<file path="src/rtl/i2c_irq_pkg.sv">
package i2c_irq_pkg;

    typedef enum logic [1:0] {
        SEL_STATUS = 2'd0,
        SEL_MASK   = 2'd1,
        SEL_VECTOR = 2'd2,
        SEL_NONE   = 2'd3
    } reg_sel_e;

    typedef enum logic {
        IRQ_QUIET  = 1'b0,
        IRQ_RAISED = 1'b1
    } irq_state_e;

endpackage

</file>
<file path="src/rtl/i2c_irq_flags.sv">
module i2c_irq_flags #(
    parameter int NUM_EVT = 7
) (
    input  logic               clk,
    input  logic               rst_n,
    input  logic [NUM_EVT-1:0] evt_i,
    input  logic [NUM_EVT-1:0] w1c_i,
    input  logic [NUM_EVT-1:0] ack_i,
    output logic [NUM_EVT-1:0] flag_q,
    output logic [NUM_EVT-1:0] flag_nxt
);

    // One sticky bit per event; a new strobe outranks any clear.
    for (genvar g = 0; g < NUM_EVT; g++) begin : g_flag
        assign flag_nxt[g] = evt_i[g] | (flag_q[g] & ~w1c_i[g] & ~ack_i[g]);

        always_ff @(posedge clk or negedge rst_n) begin
            if (!rst_n) begin
                flag_q[g] <= 1'b0;
            end else begin
                flag_q[g] <= flag_nxt[g];
            end
        end
    end

endmodule

</file>
<file path="src/rtl/i2c_irq_prio.sv">
module i2c_irq_prio #(
    parameter int NUM_EVT = 7,
    parameter int CODE_W  = 3
) (
    input  logic [NUM_EVT-1:0] req_i,
    output logic [CODE_W-1:0]  code_o,
    output logic [NUM_EVT-1:0] onehot_o
);

    // Scan from the top down so the lowest requesting bit is the last hit.
    always_comb begin
        code_o   = '0;
        onehot_o = '0;
        for (int k = NUM_EVT - 1; k >= 0; k--) begin
            if (req_i[k]) begin
                code_o      = CODE_W'(k + 1);
                onehot_o    = '0;
                onehot_o[k] = 1'b1;
            end
        end
    end

endmodule

</file>
<file path="src/rtl/i2c_irq_fsm.sv">
module i2c_irq_fsm
    import i2c_irq_pkg::*;
(
    input  logic clk,
    input  logic rst_n,
    input  logic pend_nxt_i,
    output logic irq_o
);

    irq_state_e state_q, state_d;

    always_comb begin
        state_d = state_q;
        unique case (state_q)
            IRQ_QUIET:  if (pend_nxt_i)  state_d = IRQ_RAISED;  // RAISE
            IRQ_RAISED: if (!pend_nxt_i) state_d = IRQ_QUIET;   // DROP
            default:    state_d = IRQ_QUIET;
        endcase
    end

    always_ff @(posedge clk or negedge rst_n) begin
        if (!rst_n) begin
            state_q <= IRQ_QUIET;
        end else begin
            state_q <= state_d;
        end
    end

    always_comb begin
        irq_o = (state_q == IRQ_RAISED);
    end

endmodule

</file>
<file path="src/rtl/i2c_irq_vector.sv">
module i2c_irq_vector
    import i2c_irq_pkg::*;
#(
    parameter int NUM_EVT = 7,
    parameter int DATA_W  = 16,
    parameter int RXF_BIT = 11,
    parameter int BB_BIT  = 12
) (
    input  logic               clk,
    input  logic               rst_n,
    input  logic [NUM_EVT-1:0] evt_i,
    input  logic               bus_busy_i,
    input  logic               rx_full_i,
    input  logic [1:0]         reg_sel_i,
    input  logic               wr_en_i,
    input  logic               rd_en_i,
    input  logic [DATA_W-1:0]  wdata_i,
    output logic [DATA_W-1:0]  rdata_o,
    output logic               irq_o
);

    localparam int CODE_W = $clog2(NUM_EVT + 1);

    reg_sel_e           sel;
    logic [NUM_EVT-1:0] flag_q, flag_nxt;
    logic [NUM_EVT-1:0] mask_q, mask_nxt;
    logic [NUM_EVT-1:0] w1c, ack, ack_oh, pend;
    logic [CODE_W-1:0]  vec_code;
    logic [DATA_W-1:0]  status_word, rd_mux;

    assign sel = reg_sel_e'(reg_sel_i);

    assign w1c      = (wr_en_i && sel == SEL_STATUS) ? wdata_i[NUM_EVT-1:0] : '0;
    assign mask_nxt = (wr_en_i && sel == SEL_MASK)   ? wdata_i[NUM_EVT-1:0] : mask_q;
    assign pend     = flag_q & mask_q;
    assign ack      = (rd_en_i && sel == SEL_VECTOR) ? ack_oh : '0;

    i2c_irq_flags #(.NUM_EVT(NUM_EVT)) u_flags (
        .clk      (clk),
        .rst_n    (rst_n),
        .evt_i    (evt_i),
        .w1c_i    (w1c),
        .ack_i    (ack),
        .flag_q   (flag_q),
        .flag_nxt (flag_nxt)
    );

    i2c_irq_prio #(.NUM_EVT(NUM_EVT), .CODE_W(CODE_W)) u_prio (
        .req_i    (pend),
        .code_o   (vec_code),
        .onehot_o (ack_oh)
    );

    i2c_irq_fsm u_fsm (
        .clk        (clk),
        .rst_n      (rst_n),
        .pend_nxt_i (|(flag_nxt & mask_nxt)),
        .irq_o      (irq_o)
    );

    always_ff @(posedge clk or negedge rst_n) begin
        if (!rst_n) begin
            mask_q <= '0;
        end else begin
            mask_q <= mask_nxt;
        end
    end

    always_comb begin
        status_word              = '0;
        status_word[NUM_EVT-1:0] = flag_q;
        status_word[RXF_BIT]     = rx_full_i;
        status_word[BB_BIT]      = bus_busy_i;
    end

    always_comb begin
        unique case (sel)
            SEL_STATUS: rd_mux = status_word;
            SEL_MASK:   rd_mux = DATA_W'(mask_q);
            SEL_VECTOR: rd_mux = DATA_W'(vec_code);
            SEL_NONE:   rd_mux = '0;
            default:    rd_mux = '0;
        endcase
    end

    always_ff @(posedge clk or negedge rst_n) begin
        if (!rst_n) begin
            rdata_o <= '0;
        end else if (rd_en_i) begin
            rdata_o <= rd_mux;
        end
    end

endmodule

</file>
<file path="config.mk">
export PLATFORM = sky130hd
export DESIGN_NAME = i2c_irq_vector
export DESIGN_NICKNAME = d
export VERILOG_FILES = /design/src/rtl/i2c_irq_pkg.sv /design/src/rtl/i2c_irq_flags.sv /design/src/rtl/i2c_irq_prio.sv /design/src/rtl/i2c_irq_fsm.sv /design/src/rtl/i2c_irq_vector.sv
export SDC_FILE = /design/constraint.sdc
export NUM_CORES = 1
export LEC_CHECK = 0
export ABC_AREA = 1
export CORE_ASPECT_RATIO = 1.4
export CORE_MARGIN = 5
export CORE_UTILIZATION = 35
export DETAILED_ROUTE_END_ITERATION = 7
export PLACE_DENSITY_LB_ADDON = 0.2
export REMOVE_ABC_BUFFERS = 1
export SKIP_LAST_GASP = 1
export SYNTH_ARGS = -nofsm -noshare
export SYNTH_HDL_FRONTEND = slang
export SYNTH_SLANG_ARGS = --single-unit
</file>
<file path="constraint.sdc">
create_clock -name clk -period 2.5 [get_ports clk]
set_input_delay 0.5 -clock clk [delete_from_list [all_inputs] [get_ports clk]]
set_output_delay 0.5 -clock clk [all_outputs]
set_load 0.005 [all_outputs]
</file>
### Yosys cells after proc, flatten, opt, wreduce, memory -nomap -nowiden

Cells that the tools add are included.

| word-level totals | value |
|---|---|
| bits of input ports | 31 |
| register bits after elaboration | 31 |
| word-level logic and storage cells | 74 |
| output and inout bits | 17 |

| cells by class | value |
|---|---|
| multiplexer cells | 19 |
| bitwise logic cells | 37 |
| reduce and logical (&&, ||, !) cells | 5 |
| eq/ne operators | 3 |

Operators by type and width:

| kind | count |
|---|---|
| $mux W7 | 10 |
| $pmux W16 S4 | 1 |
| $mux W3 | 7 |
| $and A1 B1 Y1 | 14 |
| $and A7 B7 Y7 | 2 |
| $not A1 Y1 | 14 |
| $or A1 B1 Y1 | 7 |
| $reduce_or A7 Y1 | 1 |
| $eq A2 B2 Y1 const B | 2 |
| $logic_and A1 B1 Y1 | 3 |
| $eq A2 B1 Y1 const B | 1 |
| $logic_not A2 Y1 | 1 |
| $mux W1 | 1 |

### Depth between registers and ports, before layout

Gate-level depths: netlist of run 1.

| depth | value |
|---|---|
| depth after elaboration | 15 |
| gate-level depth with buffers | 10 |
| depth with buffers taken out | 10 |

### Modules after synthesis

From an unflattened synthesis of run 1, not the netlist that was laid out.

| second synthesis, totals | value |
|---|---|
| cells, all modules | 232 |
| area total of the unflattened synthesis | 1546.5 um^2 |

Modules (own cells, without submodules):

| module | cells each | area an instance (um^2) | times used | sequential area each (um^2) |
|---|---|---|---|---|
| i2c_irq_vector | 158 | 1049.8 | 1 | 400.4 |
| i2c_irq_flags | 42 | 315.3 | 1 | 175.2 |
| i2c_irq_prio | 31 | 156.4 | 1 | 0.0 |
| i2c_irq_fsm | 1 | 25.0 | 1 | 25.0 |

### Worst setup path after synthesis of run 1

OpenSTA, ideal clock, no wires.

| path | value |
|---|---|
| path kind | in2reg |
| start point | in rd_en_i |
| end point | reg u_fsm.state_q (netlist: u_fsm.irq_o) |
| path buffers | 1 |
| data arrival time | 1.332 ns |
| stages | 10 |
| setup time | 0.119 ns |
| required time | 2.381 ns |
| slack | 1.049 ns |
| path through | clkbuf_1 > nand2_1 > nor2_1 > nand3_1 > nand2_1 > nand2_1 > nand2_1 > nand2_1 > nor2_1 > nand2_1 |

| between the ends | value |
|---|---|
| word-level cells in the longest chain between the ends | 8 |
| elaborated cells between the ends (all ways) | 26 |
| classes of those cells | mux: 2; bitwise: 22; reduce/logical: 2 |

Ends and longest elaborated chain:

| element | line | source |
|---|---|---|
| start, declared | i2c_irq_vector.sv:16 | `input logic rd_en_i,` |
| $logic_and A1 B1 Y1 | i2c_irq_vector.sv:36 | `assign ack = (rd_en_i && sel == SEL_VECTOR) ? ack_oh : '0;` |
| $mux W7 | i2c_irq_vector.sv:36 |  |
| $not A1 Y1 | i2c_irq_flags.sv:15 | `assign flag_nxt[g] = evt_i[g] \| (flag_q[g] & ~w1c_i[g] & ~ack_i[g]);` |
| $and A1 B1 Y1 | i2c_irq_flags.sv:15 |  |
| $or A1 B1 Y1 | i2c_irq_flags.sv:15 |  |
| named net flag_nxt[5] | i2c_irq_vector.sv:25 | `logic [NUM_EVT-1:0] flag_q, flag_nxt;` |
| $and A7 B7 Y7 | i2c_irq_vector.sv:57 | `.pend_nxt_i (\|(flag_nxt & mask_nxt)),` |
| $reduce_or A7 Y1 | i2c_irq_vector.sv:57 |  |
| named net u_fsm.pend_nxt_i | i2c_irq_fsm.sv:6 | `input logic pend_nxt_i,` |
| $mux W1 | i2c_irq_fsm.sv:15, i2c_irq_fsm.sv:16 |  |
| end signal, assigned | i2c_irq_fsm.sv:25 | `state_q <= state_d;` |
| end, declared | i2c_irq_fsm.sv:10 | `irq_state_e state_q, state_d;` |

The timed path passes the listed nets, and every way through them passes these cells.
A chain may end at the register's enable or synchronous reset.

### Worst setup path in the final report of run 1

| path | value |
|---|---|
| start point | in reg_sel_i[1] |
| end point | reg u_fsm.state_q (netlist: u_fsm.irq_o) |

| between the ends | value |
|---|---|
| word-level cells in the longest chain between the ends | 10 |
| elaborated cells between the ends (all ways) | 47 |
| classes of those cells | eq/ne: 2; mux: 4; bitwise: 36; reduce/logical: 5 |

Ends and longest elaborated chain:

| element | line | source |
|---|---|---|
| start, declared | i2c_irq_vector.sv:14 | `input logic [1:0] reg_sel_i,` |
| $logic_not A2 Y1 | i2c_irq_vector.sv:33 | `assign w1c = (wr_en_i && sel == SEL_STATUS) ? wdata_i[NUM_EVT-1:0] : '0;` |
| $logic_and A1 B1 Y1 | i2c_irq_vector.sv:33 |  |
| $mux W7 | i2c_irq_vector.sv:33 |  |
| $not A1 Y1 | i2c_irq_flags.sv:15 |  |
| $and A1 B1 Y1 | i2c_irq_flags.sv:15 |  |
| $and A1 B1 Y1 (*) | i2c_irq_flags.sv:15 |  |
| $or A1 B1 Y1 (*) | i2c_irq_flags.sv:15 |  |
| named net flag_nxt[3] | i2c_irq_vector.sv:25 |  |
| $and A7 B7 Y7 (*) | i2c_irq_vector.sv:57 |  |
| $reduce_or A7 Y1 (*) | i2c_irq_vector.sv:57 |  |
| named net u_fsm.pend_nxt_i | i2c_irq_fsm.sv:6 |  |
| $mux W1 (*) | i2c_irq_fsm.sv:15, i2c_irq_fsm.sv:16 |  |

The timed path passes the listed nets; every way through them passes the cells marked *.

==> results by group, run 1 <==
STA
  – Minimum clock period: between 1.5 and 2 ns
  – Max frequency: 0.546 GHz
  – Period utilization: 0.733
  – RSZ-0062 raised after global routing: no
  – Max-slew violation count: 0
  – Clk_skew: 0.00107 ns
  – Setup-failing EPs final: 0
  – Fin Hold WS: between 0.4 and 0.5 ns
  – Final worst setup slack: between 0.6 and 0.7 ns
  – Setup TNS Final: 0 ns
  – Final hold violation count: 0

Global routing
  – Largest net degree at the start of global routing: 25
  – Vias in the first global route: 1260
  – Global-route wire length before repair: between 5000 and 6000 um
  – All-Layer GR Usage: 0.130
  – Global route overflow: 0
  – Initial antenna violation count: 0

Route
  – Wirelength per Cell: around 12 um
  – Vias per inst: 4.60
  – DRC violation count after routing: 0
  – ANT nets after route: 0
  – First-pass iteration count of the detailed router: 4
  – Total Wirelength: approximately 3100 um
  – Via count: 1204
  – Starting DRT DRC Count: 10

Critical path
  – Crit end category: register
  – Critical Path Fanout Max: 6
  – Kind of critical path: input pin to register
  – R2r endpoint: u_fsm.irq_o
  – WP data arrival: 2.00 ns
  – Cells on worst reg2reg path: 10
  – Crit Reg-Reg Startpoint: u_flags.flag_q[0]
  – CP Launch Type: input pin
  – Required @ worst endpoint: roughly 2.7 ns
  – R2R setup slack: 1.06 ns

Power
  – Share of power burned in registers: 0.460
  – Switching part of the total: 0.302
  – Peak VDD IR: 0.268 mV
  – Internal power: 0.698 mW
  – Clk network pwr share: 0.274
  – Total power: 1.00 mW
  – Power density cells: ~560 mW/mm^2
  – Leakage power: 0.882 nW
  – NetSw: 0.302 mW
  – Share of total power in combinational logic: 0.266

Finish
  – Nets: approximately 250
  – Finished Core Util: 0.462
  – Area Overhead vs Synth: 29.8%
  – Filler cell count: 407
  – Final non-filler cell total: 262
  – Ant. Diodes: 0
  – Post-route cell area: 0.00178 mm^2
  – Share of cells above drive strength 1: 0.119

Logic synthesis
  – Seq/Total Area, Yosys: 0.438
  – Unique cell type count in the Yosys netlist: 22
  – FF+latch count, synth: 24
  – Dominant cell type by area after synthesis: dfrtp_1
  – Mapped Cells: around 180
  – Top-area cell type share of the netlist area: 0.438
  – Syn avg cell area: around 7.5 um^2
  – Leading post-synthesis cells by cell area: dfrtp_1 (44%), nand2_1 (14%), inv_1 (7.1%), a21oi_1 (4.4%), nor2_1 (4.4%)
  – Synthesized area: about 0.0014 mm^2
  – Synth warn: 0

Place
  – DP HPWL: 2450 um
  – Count of input and output buffers: 31
  – Area post-placement: 0.00172 mm^2
  – Routability Congestion: roughly 0.8
  – Pre-CTS setup slack: 0.328 ns
  – DP Cell Count: ~260

Clock tree
  – CTS Sinks: 24
  – Clk_lat worst skew: 0.27 ns
  – H-Tree Level Count: 1
  – Setup Fix Bufs, Post-CTS: 0
  – Clk root buf: clkbuf_8
  – CTS resizes: 0
  – CTS Hold Bufs: 0
  – Cts bufs inserted: 3
  – Worst-path clk slew: approximately 0.090 ns
  – Bufs on Longest Clock Path: 2
  – CTS tree: yes

Hold path
  – Min-delay src: rdata_o[12]
  – Hold path cells: 2
  – Hold Crit Endpoint: rdata_o[12]
  – Hold Crit Class: register to register

Floorplanning
  – Core Region: 0.00385 mm^2
  – Io pins: between 40 and 50
  – Die height: 84.0 um
  – Row count: 27
  – Die area: 0.00528 mm^2
  – Initial Util: 0.356
  – Die Wd: 62.9 um

Job
  – Max Cap Violations: 0

Outcome
  – Status: complete, no violations
cell families after synthesis:
logic type | Yosys count | synth area share
AND/OR/NAND/NOR | 92 | 0.301
buffers and inverters | 37 | 0.126
flip-flops | 24 | 0.438
AO/OA/AOI/OAI | 29 | 0.132
other | 1 | 0.00274
how the worst max path moves through the flow:
stage | start | to | slack (ns) | depth (start not counted)
3_3_place_gp | reg_sel_i[1] | u_fsm.irq_o | 0.34 | 10
4_1_cts | reg_sel_i[1] | u_fsm.irq_o | 0.63 | 10
3_5_place_dp | reg_sel_i[1] | u_fsm.irq_o | 0.33 | 10
2_1_floorplan | reg_sel_i[1] | u_fsm.irq_o | 1.14 | 10
6_report | reg_sel_i[1] | u_fsm.irq_o | 0.67 | 10
5_1_grt | reg_sel_i[1] | u_fsm.irq_o | 0.44 | 10
flip-flops by register name, summed over array words and instances, names as in the netlist:
signal / flops
rdata_o: 9
u_fsm.irq_o: 1
u_flags.flag_q: 7
mask_q: 7
synth_stat cells (all sizes together):
cell / n
inv: 27
nand3b: 2
a21oi: 12
a221oi: 3
o21ai: 12
clkbuf: 2
nand2: 59
o21bai: 2
dfrtp: 24
conb: 1
nor3: 1
nor2: 18
nand3: 11
buf: 8
nand4: 1
power by group through the flow:
stage	Clock, mW	Sequential (mW)	Combinational, mW
global route	0.298	0.467	0.309
CTS	0.281	0.460	0.271
detailed placement	0	0.468	0.270
global placement	0	0.468	0.268
floorplan	0	0.465	0.148
finish	0.274	0.460	0.266
layer usage:
layer | vias to the layer above | track usage | part of all wire
met5 | - | 0 | 0
met4 | 0 | 0.0463 | 0.015
met3 | 5 | 0.0323 | 0.055
met2 | 26 | 0.225 | 0.49
met1 | 545 | 0.151 | 0.44
li1 | 628 | - | -
area by class of cell:
class	instances	area [um^2]	area share
well taps	43	53.8	0.0303
flip-flops and latches	24	601	0.338
clock buffers	4	55.1	0.0310
repair buffers	36	348	0.196
inverters	27	101	0.0570
multi-input cells	128	619	0.348
placed cells by master (no fill, tap or decap):
master,netlist,layout
nand2_1,50,50
clkdlybuf4s50_1,0,31
inv_1,26,26
dfrtp_1,24,24
nor2_1,16,16
a21oi_1,12,12
nand3_1,11,11
nand2_2,8,8
conb_1,1,7
o21ai_2,5,5
o21ai_0,5,5
buf_4,7,5
clkbuf_8,0,4
a221oi_1,3,3
nor2_4,2,2
o21ai_1,2,2
o21bai_1,2,2
nand3b_1,2,2
inv_2,1,1
nand2_4,1,1
nor3_1,1,1
nand4_1,1,1
worst max-delay path, cell delays in order:
cell and delay, ns:
clkdlybuf4s50_1 0.65, nand3_1 0.20, nor2_1 0.15, nand2_1 0.09
nand2_1 0.07, nand2_1 0.06, nand2_1 0.06, nand2_1 0.05
nor2_1 0.11, nand2_1 0.06
No activity file was read; power rests on OpenSTA's default activity.
==> run 2: changes to the inputs <==
==> constraint.sdc (replaced) <==
create_clock -name clk -period 1.8 [get_ports clk]
set_input_delay 0.36 -clock clk [delete_from_list [all_inputs] [get_ports clk]]
set_output_delay 0.36 -clock clk [all_outputs]
set_load 0.005 [all_outputs]
==> results by group, run 2 (synthesis results as in run 1) <==
Clock tree
  – Clk_lat worst skew: 0.26 ns (about the same)
  – Worst-path clk slew: 0.09 ns (about the same)
  – CTS Hold Bufs: 0 (unchanged)
  – CTS tree: yes
  – CTS Sinks: 24 (unchanged)
  – Setup Fix Bufs, Post-CTS: 0 (unchanged)
  – H-Tree Level Count: 1 (unchanged)
  – CTS resizes: 0 (unchanged)
  – Clk root buf: clkbuf_8
  – Cts bufs inserted: 3 (unchanged)
  – Bufs on Longest Clock Path: 2 (unchanged)

Finish
  – Post-route cell area: 0.00181 mm^2 (+1.9%)
  – Area Overhead vs Synth: 32.2%
  – Commonest cells after routing, fill and taps aside: nand2_1 (50), clkdlybuf4s50_1 (30), inv_1 (26), dfrtp_1 (24), nor2_1 (16)
  – Ant. Diodes: 0 (unchanged)
  – Regs by FF count: rdata_o x9, mask_q x7, u_flags.flag_q x7
  – Share of cells above drive strength 1: 0.138 (+0.0197)
  – Largest register by flop count: rdata_o
  – Commonest non-fill, non-tap cell in the layout: nand2_1
  – Nets: 257 (+2.4%)
  – Filler cell count: 411 (+0.98%)
  – Max FFs per register: 9 (unchanged)

Global routing
  – Global route overflow: 0 (unchanged)
  – All-Layer GR Usage: 0.126 (-0.00377)
  – Global-route wire length before repair: 5530 um (-1.2%)
  – Initial antenna violation count: 0 (unchanged)
  – Largest net degree at the start of global routing: 25 (unchanged)
  – Vias in the first global route: 1251 (-0.71%)

Power
  – Share of total power in combinational logic: 0.286 (+0.020)
  – Clk network pwr share: 0.235 (-0.039)
  – Leakage power: 0.913 nW (+3.6%)
  – Total power: 1.34 mW (+34%)
  – NetSw: 0.402 mW (+33%)
  – Power density cells: 737 mW/mm^2 (+31%)
  – Share of power burned in registers: 0.479 (+0.019)
  – Peak VDD IR: 0.392 mV (+46%)
  – Switching part of the total: 0.301 (-0.00131)
  – Internal power: 0.934 mW (+34%)

Critical path
  – R2R setup slack: 0.33 ns (-0.73 ns)
  – Required @ worst endpoint: 1.95 ns (-0.72 ns)
  – Kind of critical path: input pin to register
  – Crit end category: register
  – Critical Path Fanout Max: 13 (+7)
  – R2r endpoint: u_fsm.irq_o
  – Crit Reg-Reg Startpoint: mask_q[3]
  – Cells on worst reg2reg path: 10 (unchanged)
  – WP data arrival: 1.75 ns (-0.25 ns)
  – CP Launch Type: input pin

Job
  – Max Cap Violations: 0 (unchanged)

Route
  – Starting DRT DRC Count: 30 (+20)
  – Via count: 1241 (+3.1%)
  – Total Wirelength: 3100 um (-0.93%)
  – First-pass iteration count of the detailed router: 4 (unchanged)
  – Vias per inst: 4.65 (+1.1%)
  – ANT nets after route: 0 (unchanged)
  – DRC violation count after routing: 0 (unchanged)
  – Wirelength per Cell: 11.6 um (-2.8%)

Outcome
  – Status: complete, no violations

Place
  – Pre-CTS setup slack: -0.167 ns (-0.495 ns)
  – Count of input and output buffers: 31 (unchanged)
  – Routability Congestion: 0.839 (+1.8%)
  – DP HPWL: 2520 um (+2.9%)
  – Area post-placement: 0.00177 mm^2 (+2.6%)

Floorplanning
  – Die height: 84.0 um (unchanged)
  – Row count: 27 (unchanged)
  – Die Wd: 62.9 um (unchanged)
  – Die area: 0.00528 mm^2 (unchanged)
  – Core Region: 0.00385 mm^2 (unchanged)
  – Initial Util: 0.356 (unchanged)
  – Io pins: 48 (unchanged)

STA
  – Period utilization: 0.889
  – Final worst setup slack: 0.199 ns (-0.468 ns)
  – Max-slew violation count: 0 (unchanged)
  – Setup-failing EPs final: 0 (unchanged)
  – Minimum clock period: 1.60 ns
  – Clk_skew: 0.00921 ns (+0.00815 ns)
  – Final hold violation count: 0 (unchanged)
  – Max frequency: 0.625 GHz
  – RSZ-0062 raised after global routing: no

Hold path
  – Hold Crit Class: input pin to asynchronous set/reset pin
run 2: cell types whose count changed in the layout (fill, tap and decap cells not counted), sizes merged:
cell	delta
clkbuf	-1
clkdlybuf4s50	-1
buf	+6
dlymetal6s2s	+1
run 2: layout make-up:
cell class / instances / area [um^2] / share of cell area
Timing Repair Buffer: 42 / 395 / 0.218
Tap cell: 43 / 53.8 / 0.0297
Multi-Input combinational cell: 128 / 619 / 0.342
Clock buffer: 3 / 41.3 / 0.0228
Sequential cell: 24 / 601 / 0.331
Inverter: 27 / 101 / 0.0559
run 2: power by group through the flow:
stage	Combinational [mW]	Sequential (mW)	Clock, mW
4_1_cts	0.389	0.640	0.327
3_5_place_dp	0.387	0.651	0
2_1_floorplan	0.205	0.645	0
3_3_place_gp	0.385	0.650	0
6_report	0.382	0.640	0.314
5_1_grt	0.441	0.648	0.349
run 2: through the flow:
step | util | hold WS, ns | TNS, ns | instances
floorplan | - | 0.0644 | 0 | 179
global placement | 0.459 | 0.472 | -0.235 | 264
detailed placement | 0.459 | 0.473 | -0.222 | 264
CTS | 0.470 | 0.465 | 0 | 267
global route | 0.470 | 0.497 | 0 | 267
finish | 0.470 | 0.450 | 0 | 267
run 2: layer usage:
layer / GRT usage / vias to the layer above / routed length, um
met4: 0.0347 / 0 / 23
met5: 0 / - / 0
li1: - / 641 / -
met2: 0.218 / 28 / 1570
met1: 0.154 / 570 / 1340
met3: 0.0270 / 2 / 161
run 2: critical path, cell delays in order:
cell             delay (ns)
clkdlybuf4s50_1        0.55
inv_2                  0.09
nor2_4                 0.12
nand2_4                0.15
nand2_2                0.10
o21ai_2                0.05
nand2_1                0.09
nand2_1                0.05
nor2_1                 0.13
nand2_1                0.06
run 2: how the worst max path moves through the flow:
stage	startpoint	end	slack, ns
2_1_floorplan	mask_q[3]	u_fsm.irq_o	0.58
4_1_cts	reg_sel_i[1]	u_fsm.irq_o	0.11
3_5_place_dp	reg_sel_i[1]	u_fsm.irq_o	-0.17
3_3_place_gp	reg_sel_i[1]	u_fsm.irq_o	-0.16
5_1_grt	reg_sel_i[0]	u_fsm.irq_o	0.009
6_report	reg_sel_i[0]	u_fsm.irq_o	0.20
==> run 3: changes to the inputs <==
--- a/config.mk
+++ b/config.mk
@@ -9,6 +9,7 @@
 export CORE_ASPECT_RATIO = 1.4
 export CORE_MARGIN = 5
 export CORE_UTILIZATION = 35
+export CTS_CLUSTER_SIZE = 30
 export DETAILED_ROUTE_END_ITERATION = 7
 export PLACE_DENSITY_LB_ADDON = 0.2
 export REMOVE_ABC_BUFFERS = 1
==> results of run 3 <==
Same layout as run 2: the final DEF is identical, and so are final timing and power.
